$ cat config.mk
export PLATFORM = sky130hd
export DESIGN_NAME = e1oh_inserter
export DESIGN_NICKNAME = d
export VERILOG_FILES = /design/src/rtl/e1oh_pkg.sv /design/src/rtl/e1oh_position.sv /design/src/rtl/e1oh_ctl_latch.sv /design/src/rtl/e1oh_crc4.sv /design/src/rtl/e1oh_inserter.sv
export SDC_FILE = /design/constraint.sdc
export NUM_CORES = 1
export LEC_CHECK = 0
export CORE_ASPECT_RATIO = 1.5
export CORE_MARGIN = 5
export CORE_UTILIZATION = 55
export DETAILED_ROUTE_END_ITERATION = 7
export PLACE_DENSITY = 0.79
export SYNTH_ARGS = -nofsm -noshare
export SYNTH_HDL_FRONTEND = slang
export SYNTH_SLANG_ARGS = --single-unit
export TNS_END_PERCENT = 20
$ cat constraint.sdc
create_clock -name clk -period 5.4 [get_ports clk]
set_input_delay 1.08 -clock clk [delete_from_list [all_inputs] [get_ports clk]]
set_output_delay 1.08 -clock clk [all_outputs]
set_load 0.01 [all_outputs]
$ cat src/rtl/e1oh_pkg.sv
package e1oh_pkg;

    typedef enum logic [1:0] {
        EM_PASS = 2'b00,
        EM_BUF  = 2'b01,
        EM_AUTO = 2'b10,
        EM_BAD  = 2'b11
    } ebit_mode_e;

    typedef enum logic [1:0] {
        CM_PASS = 2'b00,
        CM_ONES = 2'b01,
        CM_CALC = 2'b10,
        CM_BAD  = 2'b11
    } crc_mode_e;

    typedef enum logic [2:0] {
        F_NONE,
        F_CRC,
        F_EBIT,
        F_ABIT,
        F_SA7,
        F_SA8
    } field_e;

    typedef struct packed {
        logic       enable;
        logic       mf_sync;
        logic       a_buf;
        logic       sa7_buf;
        logic       sa8_buf;
        ebit_mode_e e_mode;
        crc_mode_e  c_mode;
    } ohctl_t;

    localparam int unsigned A_POS   = 2;
    localparam int unsigned SA7_POS = 6;
    localparam int unsigned SA8_POS = 7;

    // Which overhead field, if any, a (frame, bit) position carries.
    function automatic field_e classify(input int unsigned frame,
                                        input int unsigned bpos,
                                        input int unsigned frames);
        field_e f;
        f = F_NONE;
        if (frame % 2 == 0) begin
            if (bpos == 0) f = F_CRC;
        end else begin
            if (bpos == 0 && (frame == frames - 3 || frame == frames - 1))
                f = F_EBIT;
            else if (bpos == A_POS)
                f = F_ABIT;
            else if (bpos == SA7_POS)
                f = F_SA7;
            else if (bpos == SA8_POS)
                f = F_SA8;
        end
        return f;
    endfunction

    // One serial step of the x^4+x+1 division.
    function automatic logic [3:0] crc4_step(input logic [3:0] c, input logic b);
        logic fb;
        fb = b ^ c[3];
        return {c[2], c[1], c[0] ^ fb, fb};
    endfunction

endpackage

$ cat src/rtl/e1oh_position.sv
module e1oh_position #(
    parameter int FRAME_BITS = 256,
    parameter int FRAMES     = 16
) (
    input  logic                          clk,
    input  logic                          rst,
    input  logic                          sync_in,
    input  logic                          mf_mode,
    output logic [$clog2(FRAME_BITS)-1:0] bit_idx,
    output logic [$clog2(FRAMES)-1:0]     frame_idx,
    output logic                          mf_start
);
    localparam int BW = $clog2(FRAME_BITS);
    localparam int FW = $clog2(FRAMES);

    logic [BW-1:0] bit_q;
    logic [FW-1:0] frm_q;

    always_comb begin
        bit_idx   = bit_q;
        frame_idx = frm_q;
        if (sync_in) begin
            bit_idx = '0;
            if (mf_mode) frame_idx = '0;
        end
        mf_start = (bit_idx == '0) && (frame_idx == '0);
    end

    always_ff @(posedge clk) begin
        if (rst) begin
            bit_q <= '0;
            frm_q <= '0;
        end else if (bit_idx == BW'(FRAME_BITS - 1)) begin
            bit_q <= '0;
            frm_q <= (frame_idx == FW'(FRAMES - 1)) ? '0 : frame_idx + 1'b1;
        end else begin
            bit_q <= bit_idx + 1'b1;
            frm_q <= frame_idx;
        end
    end
endmodule

$ cat src/rtl/e1oh_ctl_latch.sv
module e1oh_ctl_latch
    import e1oh_pkg::*;
#(
    parameter int NB = 8
) (
    input  logic          clk,
    input  logic          rst,
    input  logic          mf_start,
    input  ohctl_t        ctl_in,
    input  logic [NB-1:0] b0_in,
    input  logic [NB-1:0] b1_in,
    output ohctl_t        ctl_act,
    output logic [NB-1:0] b0_act,
    output logic [NB-1:0] b1_act,
    output logic          mf_sync_q
);
    ohctl_t        ctl_q;
    logic [NB-1:0] b0_q;
    logic [NB-1:0] b1_q;

    // Boundary bit already uses the fresh values.
    always_comb begin
        if (mf_start) begin
            ctl_act = ctl_in;
            b0_act  = b0_in;
            b1_act  = b1_in;
        end else begin
            ctl_act = ctl_q;
            b0_act  = b0_q;
            b1_act  = b1_q;
        end
    end

    always_ff @(posedge clk) begin
        if (rst) begin
            ctl_q <= '0;
            b0_q  <= '0;
            b1_q  <= '0;
        end else begin
            ctl_q <= ctl_act;
            b0_q  <= b0_act;
            b1_q  <= b1_act;
        end
    end

    assign mf_sync_q = ctl_q.mf_sync;
endmodule

$ cat src/rtl/e1oh_crc4.sv
module e1oh_crc4
    import e1oh_pkg::*;
(
    input  logic       clk,
    input  logic       rst,
    input  logic       bit_in,
    input  logic       smf_first,
    input  logic       smf_last,
    output logic [3:0] crc_hold
);
    logic [3:0] acc_q;
    logic [3:0] acc_nx;

    always_comb begin
        acc_nx = crc4_step(smf_first ? 4'h0 : acc_q, bit_in);
    end

    always_ff @(posedge clk) begin
        if (rst) begin
            acc_q    <= '0;
            crc_hold <= '0;
        end else begin
            acc_q <= acc_nx;
            if (smf_last) crc_hold <= acc_nx;
        end
    end
endmodule

$ cat src/rtl/e1oh_inserter.sv
module e1oh_inserter
    import e1oh_pkg::*;
#(
    parameter int FRAME_BITS = 256,
    parameter int FRAMES     = 16
) (
    input  logic                  clk,
    input  logic                  rst,
    input  logic                  din,
    input  logic                  sync_in,
    input  logic                  ctl_enable,
    input  logic                  ctl_sync_mf,
    input  logic                  ctl_a_buf,
    input  logic                  ctl_sa7_buf,
    input  logic                  ctl_sa8_buf,
    input  logic [1:0]            ctl_e_mode,
    input  logic [1:0]            ctl_crc_mode,
    input  logic [FRAMES/2-1:0]   bitbuf0,
    input  logic [FRAMES/2-1:0]   bitbuf1,
    input  logic                  rx_crc_err,
    output logic                  dout
);
    localparam int BW = $clog2(FRAME_BITS);
    localparam int FW = $clog2(FRAMES);
    localparam int NB = FRAMES / 2;

    logic [BW-1:0] bit_idx;
    logic [FW-1:0] frame_idx;
    logic          mf_start;
    logic          mf_sync_q;
    ohctl_t        ctl_in;
    ohctl_t        cfg_act;
    logic [NB-1:0] buf0_act;
    logic [NB-1:0] buf1_act;
    logic [3:0]    crc_hold;
    field_e        field;
    logic [FW-2:0] odd_idx;
    logic [FW-3:0] c_idx;
    logic          out_bit;
    logic          crc_feed;
    logic          smf_first;
    logic          smf_last;

    always_comb begin
        ctl_in.enable  = ctl_enable;
        ctl_in.mf_sync = ctl_sync_mf;
        ctl_in.a_buf   = ctl_a_buf;
        ctl_in.sa7_buf = ctl_sa7_buf;
        ctl_in.sa8_buf = ctl_sa8_buf;
        ctl_in.e_mode  = ebit_mode_e'(ctl_e_mode);
        ctl_in.c_mode  = crc_mode_e'(ctl_crc_mode);
    end

    e1oh_position #(.FRAME_BITS(FRAME_BITS), .FRAMES(FRAMES)) u_pos (
        .clk       (clk),
        .rst       (rst),
        .sync_in   (sync_in),
        .mf_mode   (mf_sync_q),
        .bit_idx   (bit_idx),
        .frame_idx (frame_idx),
        .mf_start  (mf_start)
    );

    e1oh_ctl_latch #(.NB(NB)) u_ctl (
        .clk       (clk),
        .rst       (rst),
        .mf_start  (mf_start),
        .ctl_in    (ctl_in),
        .b0_in     (bitbuf0),
        .b1_in     (bitbuf1),
        .ctl_act   (cfg_act),
        .b0_act    (buf0_act),
        .b1_act    (buf1_act),
        .mf_sync_q (mf_sync_q)
    );

    assign odd_idx   = frame_idx[FW-1:1];
    assign c_idx     = frame_idx[FW-2:1];
    assign smf_first = (bit_idx == '0) && (frame_idx[FW-2:0] == '0);
    assign smf_last  = (bit_idx == BW'(FRAME_BITS - 1)) && (&frame_idx[FW-2:0]);

    always_comb begin
        field   = classify(32'(frame_idx), 32'(bit_idx), FRAMES);
        out_bit = din;
        if (cfg_act.enable) begin
            unique case (field)
                F_ABIT: if (cfg_act.a_buf)   out_bit = buf0_act[odd_idx];
                F_SA7:  if (cfg_act.sa7_buf) out_bit = buf1_act[odd_idx];
                F_SA8:  if (cfg_act.sa8_buf) out_bit = buf1_act[odd_idx];
                F_EBIT: begin
                    case (cfg_act.e_mode)
                        EM_BUF:  out_bit = buf0_act[odd_idx];
                        EM_AUTO: out_bit = ~rx_crc_err;
                        default: out_bit = din;
                    endcase
                end
                F_CRC: begin
                    case (cfg_act.c_mode)
                        CM_ONES: out_bit = 1'b1;
                        CM_CALC: out_bit = crc_hold[3 - int'(c_idx)];
                        default: out_bit = din;
                    endcase
                end
                default: out_bit = din;
            endcase
        end
        crc_feed = (field == F_CRC) ? 1'b0 : out_bit;
    end

    e1oh_crc4 u_crc (
        .clk       (clk),
        .rst       (rst),
        .bit_in    (crc_feed),
        .smf_first (smf_first),
        .smf_last  (smf_last),
        .crc_hold  (crc_hold)
    );

    always_ff @(posedge clk) begin
        if (rst) dout <= 1'b0;
        else     dout <= out_bit;
    end
endmodule

### Yosys cells after proc, flatten, opt, wreduce, memory -nomap -nowiden

Cells that the tools add are included.
Widths: inputs -> output; s select.

| storage, ports and cells | value |
|---|---|
| logic and storage cells | 78 |
| input bits | 30 |
| flip-flop bits (word level) | 46 |
| output and inout bits | 1 |

| cells by class | value |
|---|---|
| order comparisons | 2 |
| add/subtract/negate cells | 3 |
| eq/ne operators | 15 |
| reduce and logical (&&, ||, !) cells | 11 |
| bitwise gates (word level) | 3 |
| multiplexer cells | 30 |

Operators with widths:

| kind | number |
|---|---|
| $logic_not 32->1 | 1 |
| $mux 8 | 3 |
| $mux 4 | 5 |
| $eq 8x3->1 const B | 2 |
| $mux 3 | 5 |
| $mux 1 | 10 |
| $mux 9 | 1 |
| $add 8x1->8 const B | 1 |
| $eq 4x4->1 const B | 2 |
| $eq 8x2->1 const B | 1 |
| $eq 8x8->1 const B | 1 |
| $logic_not 8->1 | 1 |
| $lt 3x4->1 const B | 2 |
| $bmux 1 s3 | 2 |
| $eq 3x2->1 const B | 2 |
| $eq 3x3->1 const B | 2 |
| $pmux 1 s5 | 1 |
| $add 4x1->4 const B | 1 |
| $eq 2x1->1 const B | 2 |
| $eq 2x2->1 const B | 2 |
| $logic_and 1x1->1 | 4 |
| $logic_not 4->1 | 1 |
| $pmux 1 s2 | 2 |
| $eq 3x1->1 const B | 1 |
| other kinds (8) | 9 |

### Depth between registers and ports, before layout

Gate-level depths: netlist of the first run.

| depth | value |
|---|---|
| word-level depth | 13 |
| gate-level depth with buffers | 19 |
| mapped depth without buffers | 16 |

### Hierarchy

Synthesis of the first run repeated with hierarchy kept, for this count alone.

| unflattened totals | value |
|---|---|
| cells, all modules | 259 |
| area, all modules | 2565.0 um^2 |

Modules (own cells, without submodules):

| module | seq. area each (um^2) | times used | cells each | area each (um^2) |
|---|---|---|---|---|
| e1oh_ctl_latch | 500.5 | 1 | 80 | 1054.8 |
| e1oh_position | 240.2 | 1 | 87 | 713.2 |
| e1oh_inserter | 20.0 | 1 | 64 | 510.5 |
| e1oh_crc4 | 160.2 | 1 | 28 | 286.5 |

### Least setup slack after synthesis of the first run

Ideal clock, no wire load.

| timing path | value |
|---|---|
| path type | input port to flip-flop |
| from | input sync_in |
| to | register u_crc.acc_q[1] |
| path buffers | 3 |
| slack | 0.712 ns |
| required time | 5.277 ns |
| cell stages on the path | 19 |
| arrival time | 4.564 ns |
| cell sequence | buf_6 buf_2 nor2b_1 inv_1 ha_1 and2_1 o2111ai_4 clkbuf_1 mux2i_1 inv_1 ha_1 a21oi_1 a22oi_1 o2111ai_1 a31oi_1 nor4_4 a21oi_2 xor2_1 mux2_1 |

RTL lines:

| element | RTL line | text |
|---|---|---|
| from (decl) | e1oh_inserter.sv:10 | `input logic sync_in,` |
| to (signal assigned) | e1oh_crc4.sv:23 | `acc_q <= acc_nx;` |
| to (decl) | e1oh_crc4.sv:11 | `logic [3:0] acc_q;` |

==> results of run 1 <==
metrics by stage:
step,instances,setup slack [ns]
5_1_grt,396,0.3455
3_5_place_dp,388,0.3656
4_1_cts,396,0.6877
6_report,396,0.6828
2_1_floorplan,305,0.7122
3_3_place_gp,388,0.5700
how the worst min path moves through the flow:
stage	end	startpoint	slack, ns	cells past startpoint
2_1_floorplan	u_crc.acc_q[2]	u_crc.acc_q[1]	0.43	1
3_3_place_gp	u_ctl.b1_q[2]	u_ctl.b1_q[2]	0.44	2
3_5_place_dp	u_ctl.b0_q[1]	u_ctl.b0_q[1]	0.44	2
4_1_cts	u_ctl.b0_q[1]	u_ctl.b0_q[1]	0.46	2
5_1_grt	u_ctl.b0_q[5]	u_ctl.b0_q[5]	0.48	2
6_report	u_ctl.b1_q[0]	u_ctl.b1_q[0]	0.46	2
where the power goes:
group	total (W)	internal, W	switching (W)
logic	0.000109	0.0000536	0.0000557
clock network	0.000257	0.000138	0.000119
registers	0.000363	0.000355	0.00000788
registers in the layout, indices dropped and copies added, names as in the netlist:
name,count
dout,1
u_crc.acc_q,4
u_crc.crc_hold,4
u_ctl.b0_q,8
u_ctl.b1_q,8
u_ctl.ctl_q,8
u_ctl.mf_sync_q,1
u_pos.bit_q,8
u_pos.frm_q,4
synthesized netlist by cell type (all sizes together):
| library cell | number | share of area (%) |
|---|---|---|
| nand4 | 7 | 1.7 |
| mux4 | 3 | 2.6 |
| nor2 | 32 | 4.7 |
| a221oi | 3 | 1.5 |
| nor4 | 4 | 2.1 |
| or4 | 1 | 0.29 |
| a311oi | 1 | 0.34 |
| o2111ai | 3 | 1.7 |
| mux2 | 4 | 1.8 |
| and2 | 5 | 1.2 |
| o21bai | 1 | 0.29 |
| o21ai | 6 | 1.2 |
| nand4b | 1 | 0.34 |
| a21oi | 31 | 6.2 |
| a31oi | 3 | 0.73 |
| nor3b | 2 | 0.59 |
| nand3b | 1 | 0.29 |
| nand3 | 4 | 0.78 |
| o211a | 1 | 0.39 |
| nor2b | 4 | 0.98 |
| xnor2 | 3 | 1.0 |
| o221ai | 1 | 0.34 |
| buf | 5 | 1.6 |
| a211oi | 2 | 0.78 |
| o22ai | 1 | 0.24 |
| nand2 | 53 | 8.0 |
| o211ai | 4 | 1.2 |
| o2bb2ai | 2 | 0.68 |
| inv | 17 | 2.5 |
| clkbuf | 10 | 1.5 |
| mux2i | 15 | 5.9 |
| or3 | 3 | 0.93 |
| xor2 | 3 | 1.0 |
| nand2b | 4 | 1.3 |
| ha | 11 | 5.4 |
| or2 | 1 | 0.24 |
| a21o | 1 | 0.29 |
| dfxtp | 46 | 36 |
| a31o | 1 | 0.34 |
| a22oi | 1 | 0.29 |
| nor3 | 3 | 0.59 |
| and4 | 1 | 0.39 |
cells by family after synthesis:
| family | count (synthesis) | synth area share (%) |
|---|---|---|
| DFF | 46 | 35.92 |
| and+or+nand+nor | 126 | 24.40 |
| adders and majority gates | 11 | 5.368 |
| buffers and inverters | 32 | 5.515 |
| AOI/OAI and AO/OA | 62 | 16.50 |
| muxes | 22 | 10.25 |
| xor gates and xnor gates | 6 | 2.050 |
critical path, cell delays in order:
cell	delay (ns)
clkdlybuf4s50_1	0.56
nor2b_1	0.31
inv_1	0.11
ha_1	0.20
and2_1	0.21
o2111ai_4	0.19
mux2i_1	0.33
inv_1	0.07
ha_1	0.29
a21oi_1	0.06
a22oi_1	0.15
o2111ai_1	0.12
a31oi_1	0.25
nor4_4	0.09
a21oi_2	0.24
xor2_1	0.30
mux2_1	0.35
area by class of cell:
class                           instances  area [µm²]  share of cell area, %
Inverter                               17       63.81                  2.118
Clock buffer                            6       72.57                  2.409
Tap cell                               64       80.08                  2.658
Clock inverter                          2       37.54                  1.246
Multi-Input combinational cell        227        1508                  50.04
Sequential cell                        46       920.9                  30.56
Timing Repair Buffer                   34       330.3                  10.96
routing by layer:
layer	global-route usage (%)	vias to the layer above	part of all wire, %
li1	-	1111	-
met4	8.478	0	2.2
met2	37.41	38	55
met5	0	-	0
met3	3.966	13	3.2
met1	22.54	1041	40
==> impl_metrics.py, run 1 <==
metrics = {
    "sta": {
        "maxSlewViolCount": 0,
        "period_share_pct": 87.36,
        "final.setup.tns_ns": 0,
        "finalHoldViolCount": 0,
        "worstMarginPinSlew_ns": 1.056,
        "whs_ns": 0.4569,
        "layout_min_cycle_time_ns": 4.717,
        "fmax_mhz": 212.0,
        "rsz0062_at_grt": "false",
        "setup_viol": 0,
        "slew_headroom_pct": 29.47,
        "clock_skew_ns": 0.004936,
    },
    "detailed_routing": {
        "ant_nets": 0,
        "routed_wl_um": 5686,
        "drt-initial-drc-count": 84,
        "first_pass_iters": 4,
        "vias": 2203,
        "vias_per_cell": 5.563,
        "wire_per_inst_um": 14.36,
        "drc": 0,
    },
    "cts": {
        "numCtsBuffers": 5,
        "cts_setup_buffers": 0,
        "cts_max_path_buffers": 2,
        "cts-root-buf": "clkbuf_8",
        "cts_tree": "built",
        "postCtsHoldBufs": 0,
        "htreeDepth": 2,
        "ctsResizeCount": 0,
        "cts_sinks": 46,
        "cts.clk_slew.worst_paths_ns": 0.09,
        "insertion_delay_ns": 0.30,
    },
    "placement": {
        "hpwl_um": 4401,
        "portBuffers": 30,
        "gp_congestion": 0.8757,
        "dpl_cell_area_mm2": 0.002903,
    },
    "power": {
        "peakVddDrop_mv": 0.1639,
        "p_total_w": 0.0007292,
        "power_density_mw_per_mm2": 242.0,
        "power_leakage_nw": 1.161,
    },
    "logic_synthesis": {
        "syn_nets": 346,
        "syn-cell-area_mm2": 0.002564,
        "yosysUniqueCellTypes": 55,
        "avgSynthCellArea_um2": 8.406,
        "ys_ff_latch": 46,
        "ys_warn_count": 0,
        "yosysSeqAreaShare_pct": 35.92,
        "synth_cells": 305,
    },
    "worst_setup_path": {
        "critPathCapture": "u_crc.acc_q[1]",
        "r2r_cells": 16,
        "end_kind": "register",
        "crit_type": "in -> reg",
        "worstPathRequired_ns": 5.60,
        "critPathLaunch": "sync_in",
        "critical_path_arrival_ns": 4.91,
        "cp_max_fo": 8,
        "rrSetupSlack_ns": 1.69,
        "r2r-start": "u_pos.bit_q[0]",
        "reg2reg_to": "u_crc.acc_q[1]",
        "start_kind": "input pin",
    },
    "global_route": {
        "grtUsageTotal_pct": 20.52,
        "grt_max_degree": 26,
        "overflow": 0,
        "grt_first_pass_wirelength_um": 9811,
        "antenna_found_initial": 0,
        "grt_pass1_vias": 2231,
    },
    "cells_and_area": {
        "final_cell_mix": "51 x nand2_1, 46 x dfxtp_1, 32 x nor2_1",
        "n_fill_cell": 377,
        "area_delta_synth_final_pct": 17.52,
        "layout-drive-gt1-share_pct": 9.940,
        "diodes": 0,
        "stdcell_area_mm2": 0.003013,
        "mostFrequentLayoutCell": "nand2_1",
        "nets": 372,
        "utilization_pct": 66.34,
    },
    "die": {
        "die_w_um": 65.75,
        "initial_utilization_pct": 56.45,
        "placementRows": 30,
        "coreArea_mm2": 0.004542,
        "dieArea_mm2": 0.006155,
        "ios": 31,
        "die_y_um": 93.62,
    },
    "hold_path": {
        "hold_path.class": "reg -> reg",
    },
    "job": {
        "drv_cap": 0,
    },
    "outcome": {
        "outcome": "finished, final reports clean",
    },
}
Power figures use the tool's default switching activity.
==> run 2, diff against run 1 <==
--- a/config.mk
+++ b/config.mk
@@ -7,9 +7,8 @@
 export LEC_CHECK = 0
 export CORE_ASPECT_RATIO = 1.5
 export CORE_MARGIN = 5
-export CORE_UTILIZATION = 55
+export CORE_UTILIZATION = 40
 export DETAILED_ROUTE_END_ITERATION = 7
-export PLACE_DENSITY = 0.79
 export SYNTH_ARGS = -nofsm -noshare
 export SYNTH_HDL_FRONTEND = slang
 export SYNTH_SLANG_ARGS = --single-unit
==> impl_metrics.py, run 2 (synthesis results as in run 1) <==
metrics = {
    "outcome": {
        "outcome": "finished, final reports clean",
    },
    "die": {
        "initial_utilization_pct": 41.52,
        "dieArea_mm2": 0.008143,
        "placementRows": 35,
        "die_w_um": 75.37,
        "die_y_um": 108.1,
        "coreArea_mm2": 0.006175,
        "ios": 31,
    },
    "power": {
        "power_density_mw_per_mm2": 241.3,
        "power_leakage_nw": 1.167,
        "peakVddDrop_mv": 0.1444,
    },
    "sta": {
        "finalHoldViolCount": 0,
        "maxSlewViolCount": 0,
        "clock_skew_ns": 0.006358,
        "setup_viol": 0,
        "layout_min_cycle_time_ns": 4.799,
        "final.setup.tns_ns": 0,
        "rsz0062_at_grt": "false",
        "slew_headroom_pct": 26.32,
        "fmax_mhz": 208.4,
        "period_share_pct": 88.87,
        "worstMarginPinSlew_ns": 1.103,
    },
    "global_route": {
        "grtUsageTotal_pct": 15.42,
        "grt_first_pass_wirelength_um": 9646,
        "antenna_found_initial": 0,
        "grt_max_degree": 46,
        "grt_pass1_vias": 2056,
        "overflow": 0,
    },
    "cts": {
        "htreeDepth": 2,
        "cts_setup_buffers": 0,
        "ctsResizeCount": 0,
        "numCtsBuffers": 5,
        "insertion_delay_ns": 0.30,
        "postCtsHoldBufs": 0,
        "cts_tree": "built",
        "cts_max_path_buffers": 2,
        "cts_sinks": 46,
        "cts-root-buf": "clkbuf_8",
        "cts.clk_slew.worst_paths_ns": 0.08,
    },
    "worst_setup_path": {
        "worstPathRequired_ns": 5.59,
        "crit_type": "in -> reg",
        "cp_max_fo": 11,
        "cp_cell_sequence": "clkdlybuf4s50_1 > nor2b_1 > inv_1 > ha_1 > and2_1 > o2111ai_4 > mux2i_1 > inv_1 > ha_1 > a21oi_1 > a22oi_1 > o2111ai_1 > a31oi_1 > nor4_4 > a21oi_2 > xor2_1 > mux2_1",
        "critPathSlowestCell": "clkdlybuf4s50_1",
        "rrSetupSlack_ns": 1.67,
        "critical_path_arrival_ns": 4.99,
        "start_kind": "input pin",
        "slowest_delay_ns": 0.61,
        "end_kind": "register",
    },
    "cells_and_area": {
        "final_cell_mix": "51 x nand2_1, 46 x dfxtp_1, 32 x nor2_1",
        "stdcell_count": 406,
        "mostFrequentLayoutCell": "nand2_1",
        "diodes": 0,
        "area_delta_synth_final_pct": 17.96,
        "regArea_um2": 920.9,
        "nets": 372,
        "n_fill_cell": 606,
        "multi_input_comb_area_mm2": 0.001508,
        "layout-drive-gt1-share_pct": 10.24,
    },
    "detailed_routing": {
        "ant_nets": 0,
        "drc": 0,
        "drt-initial-drc-count": 75,
        "vias_per_cell": 5.347,
        "wire_per_inst_um": 14.98,
        "routed_wl_um": 6081,
        "first_pass_iters": 4,
        "vias": 2171,
    },
    "placement": {
        "hpwl_um": 4683,
        "portBuffers": 30,
        "gp_congestion": 0.8086,
        "post-place-cells": 398,
    },
    "job": {
        "drv_cap": 0,
    },
    "hold_path": {
        "hold_path.class": "reg -> reg",
    },
}
## run 2: cell types whose count changed in the layout (fill, tap and decap cells not counted), sizes merged
| cell | previous run | this run |
|---|---|---|
| clkinv | 0 | 2 |
| clkbuf | 6 | 5 |
| clkinvlp | 1 | 0 |
## run 2: through the flow
step	area, µm²	util [%]	total power [W]	hold WS, ns	setup slack (ns)
global route	3024	48.98	0.0007691	0.4782	0.2894
detailed placement	2915	47.21	0.0004817	0.4466	0.2982
global placement	2915	47.21	0.0004799	0.4385	0.4935
finish	3024	48.98	0.0007298	0.4570	0.6010
floorplan	2564	-	0.0004399	0.4307	0.7122
CTS	3024	48.98	0.0007422	0.4591	0.6109
## run 2: layer usage
metal / vias up / part of all wire (%) / GRT usage, %
met4: 0 / 1.7 / 4.750
met2: 38 / 53 / 27.50
met3: 9 / 2.5 / 2.233
met5: - / 0 / 0
li1: 1109 / - / -
met1: 1015 / 43 / 18.49
## run 2: area by class of cell
class / count / area share (%)
flip-flops and latches: 46 / 30.45
inverters: 17 / 2.110
well taps: 74 / 3.062
repair buffers: 34 / 10.92
clock inverters: 3 / 1.324
multi-input cells: 227 / 49.86
clock buffers: 5 / 2.276
## run 2: worst max-delay path, delay by kind of cell
kind | cells | cell delay (ns)
adder cells (fa/ha/maj) | 2 | 0.50
XOR/XNOR | 1 | 0.30
AND/OR/NAND/NOR | 3 | 0.64
buffers and inverters | 3 | 0.79
AO/OA/AOI/OAI | 6 | 0.99
multiplexers | 2 | 0.69
## run 2: worst paths after layout
check	end	from	cells after the start
hold / removal	u_ctl.b1_q[2]	u_ctl.b1_q[2]	2
setup reg to reg	u_crc.acc_q[1]	u_pos.bit_q[0]	16
hold reg to reg	u_ctl.b1_q[2]	u_ctl.b1_q[2]	2
setup / recovery	u_crc.acc_q[1]	sync_in	17
## run 2: power breakdown
| group | switching (W) | leakage, nW | internal, W |
|---|---|---|---|
| registers | 0.00000804 | 0.377 | 0.000355 |
| logic | 0.0000562 | 0.732 | 0.0000534 |
| clock network | 0.000121 | 0.0579 | 0.000136 |
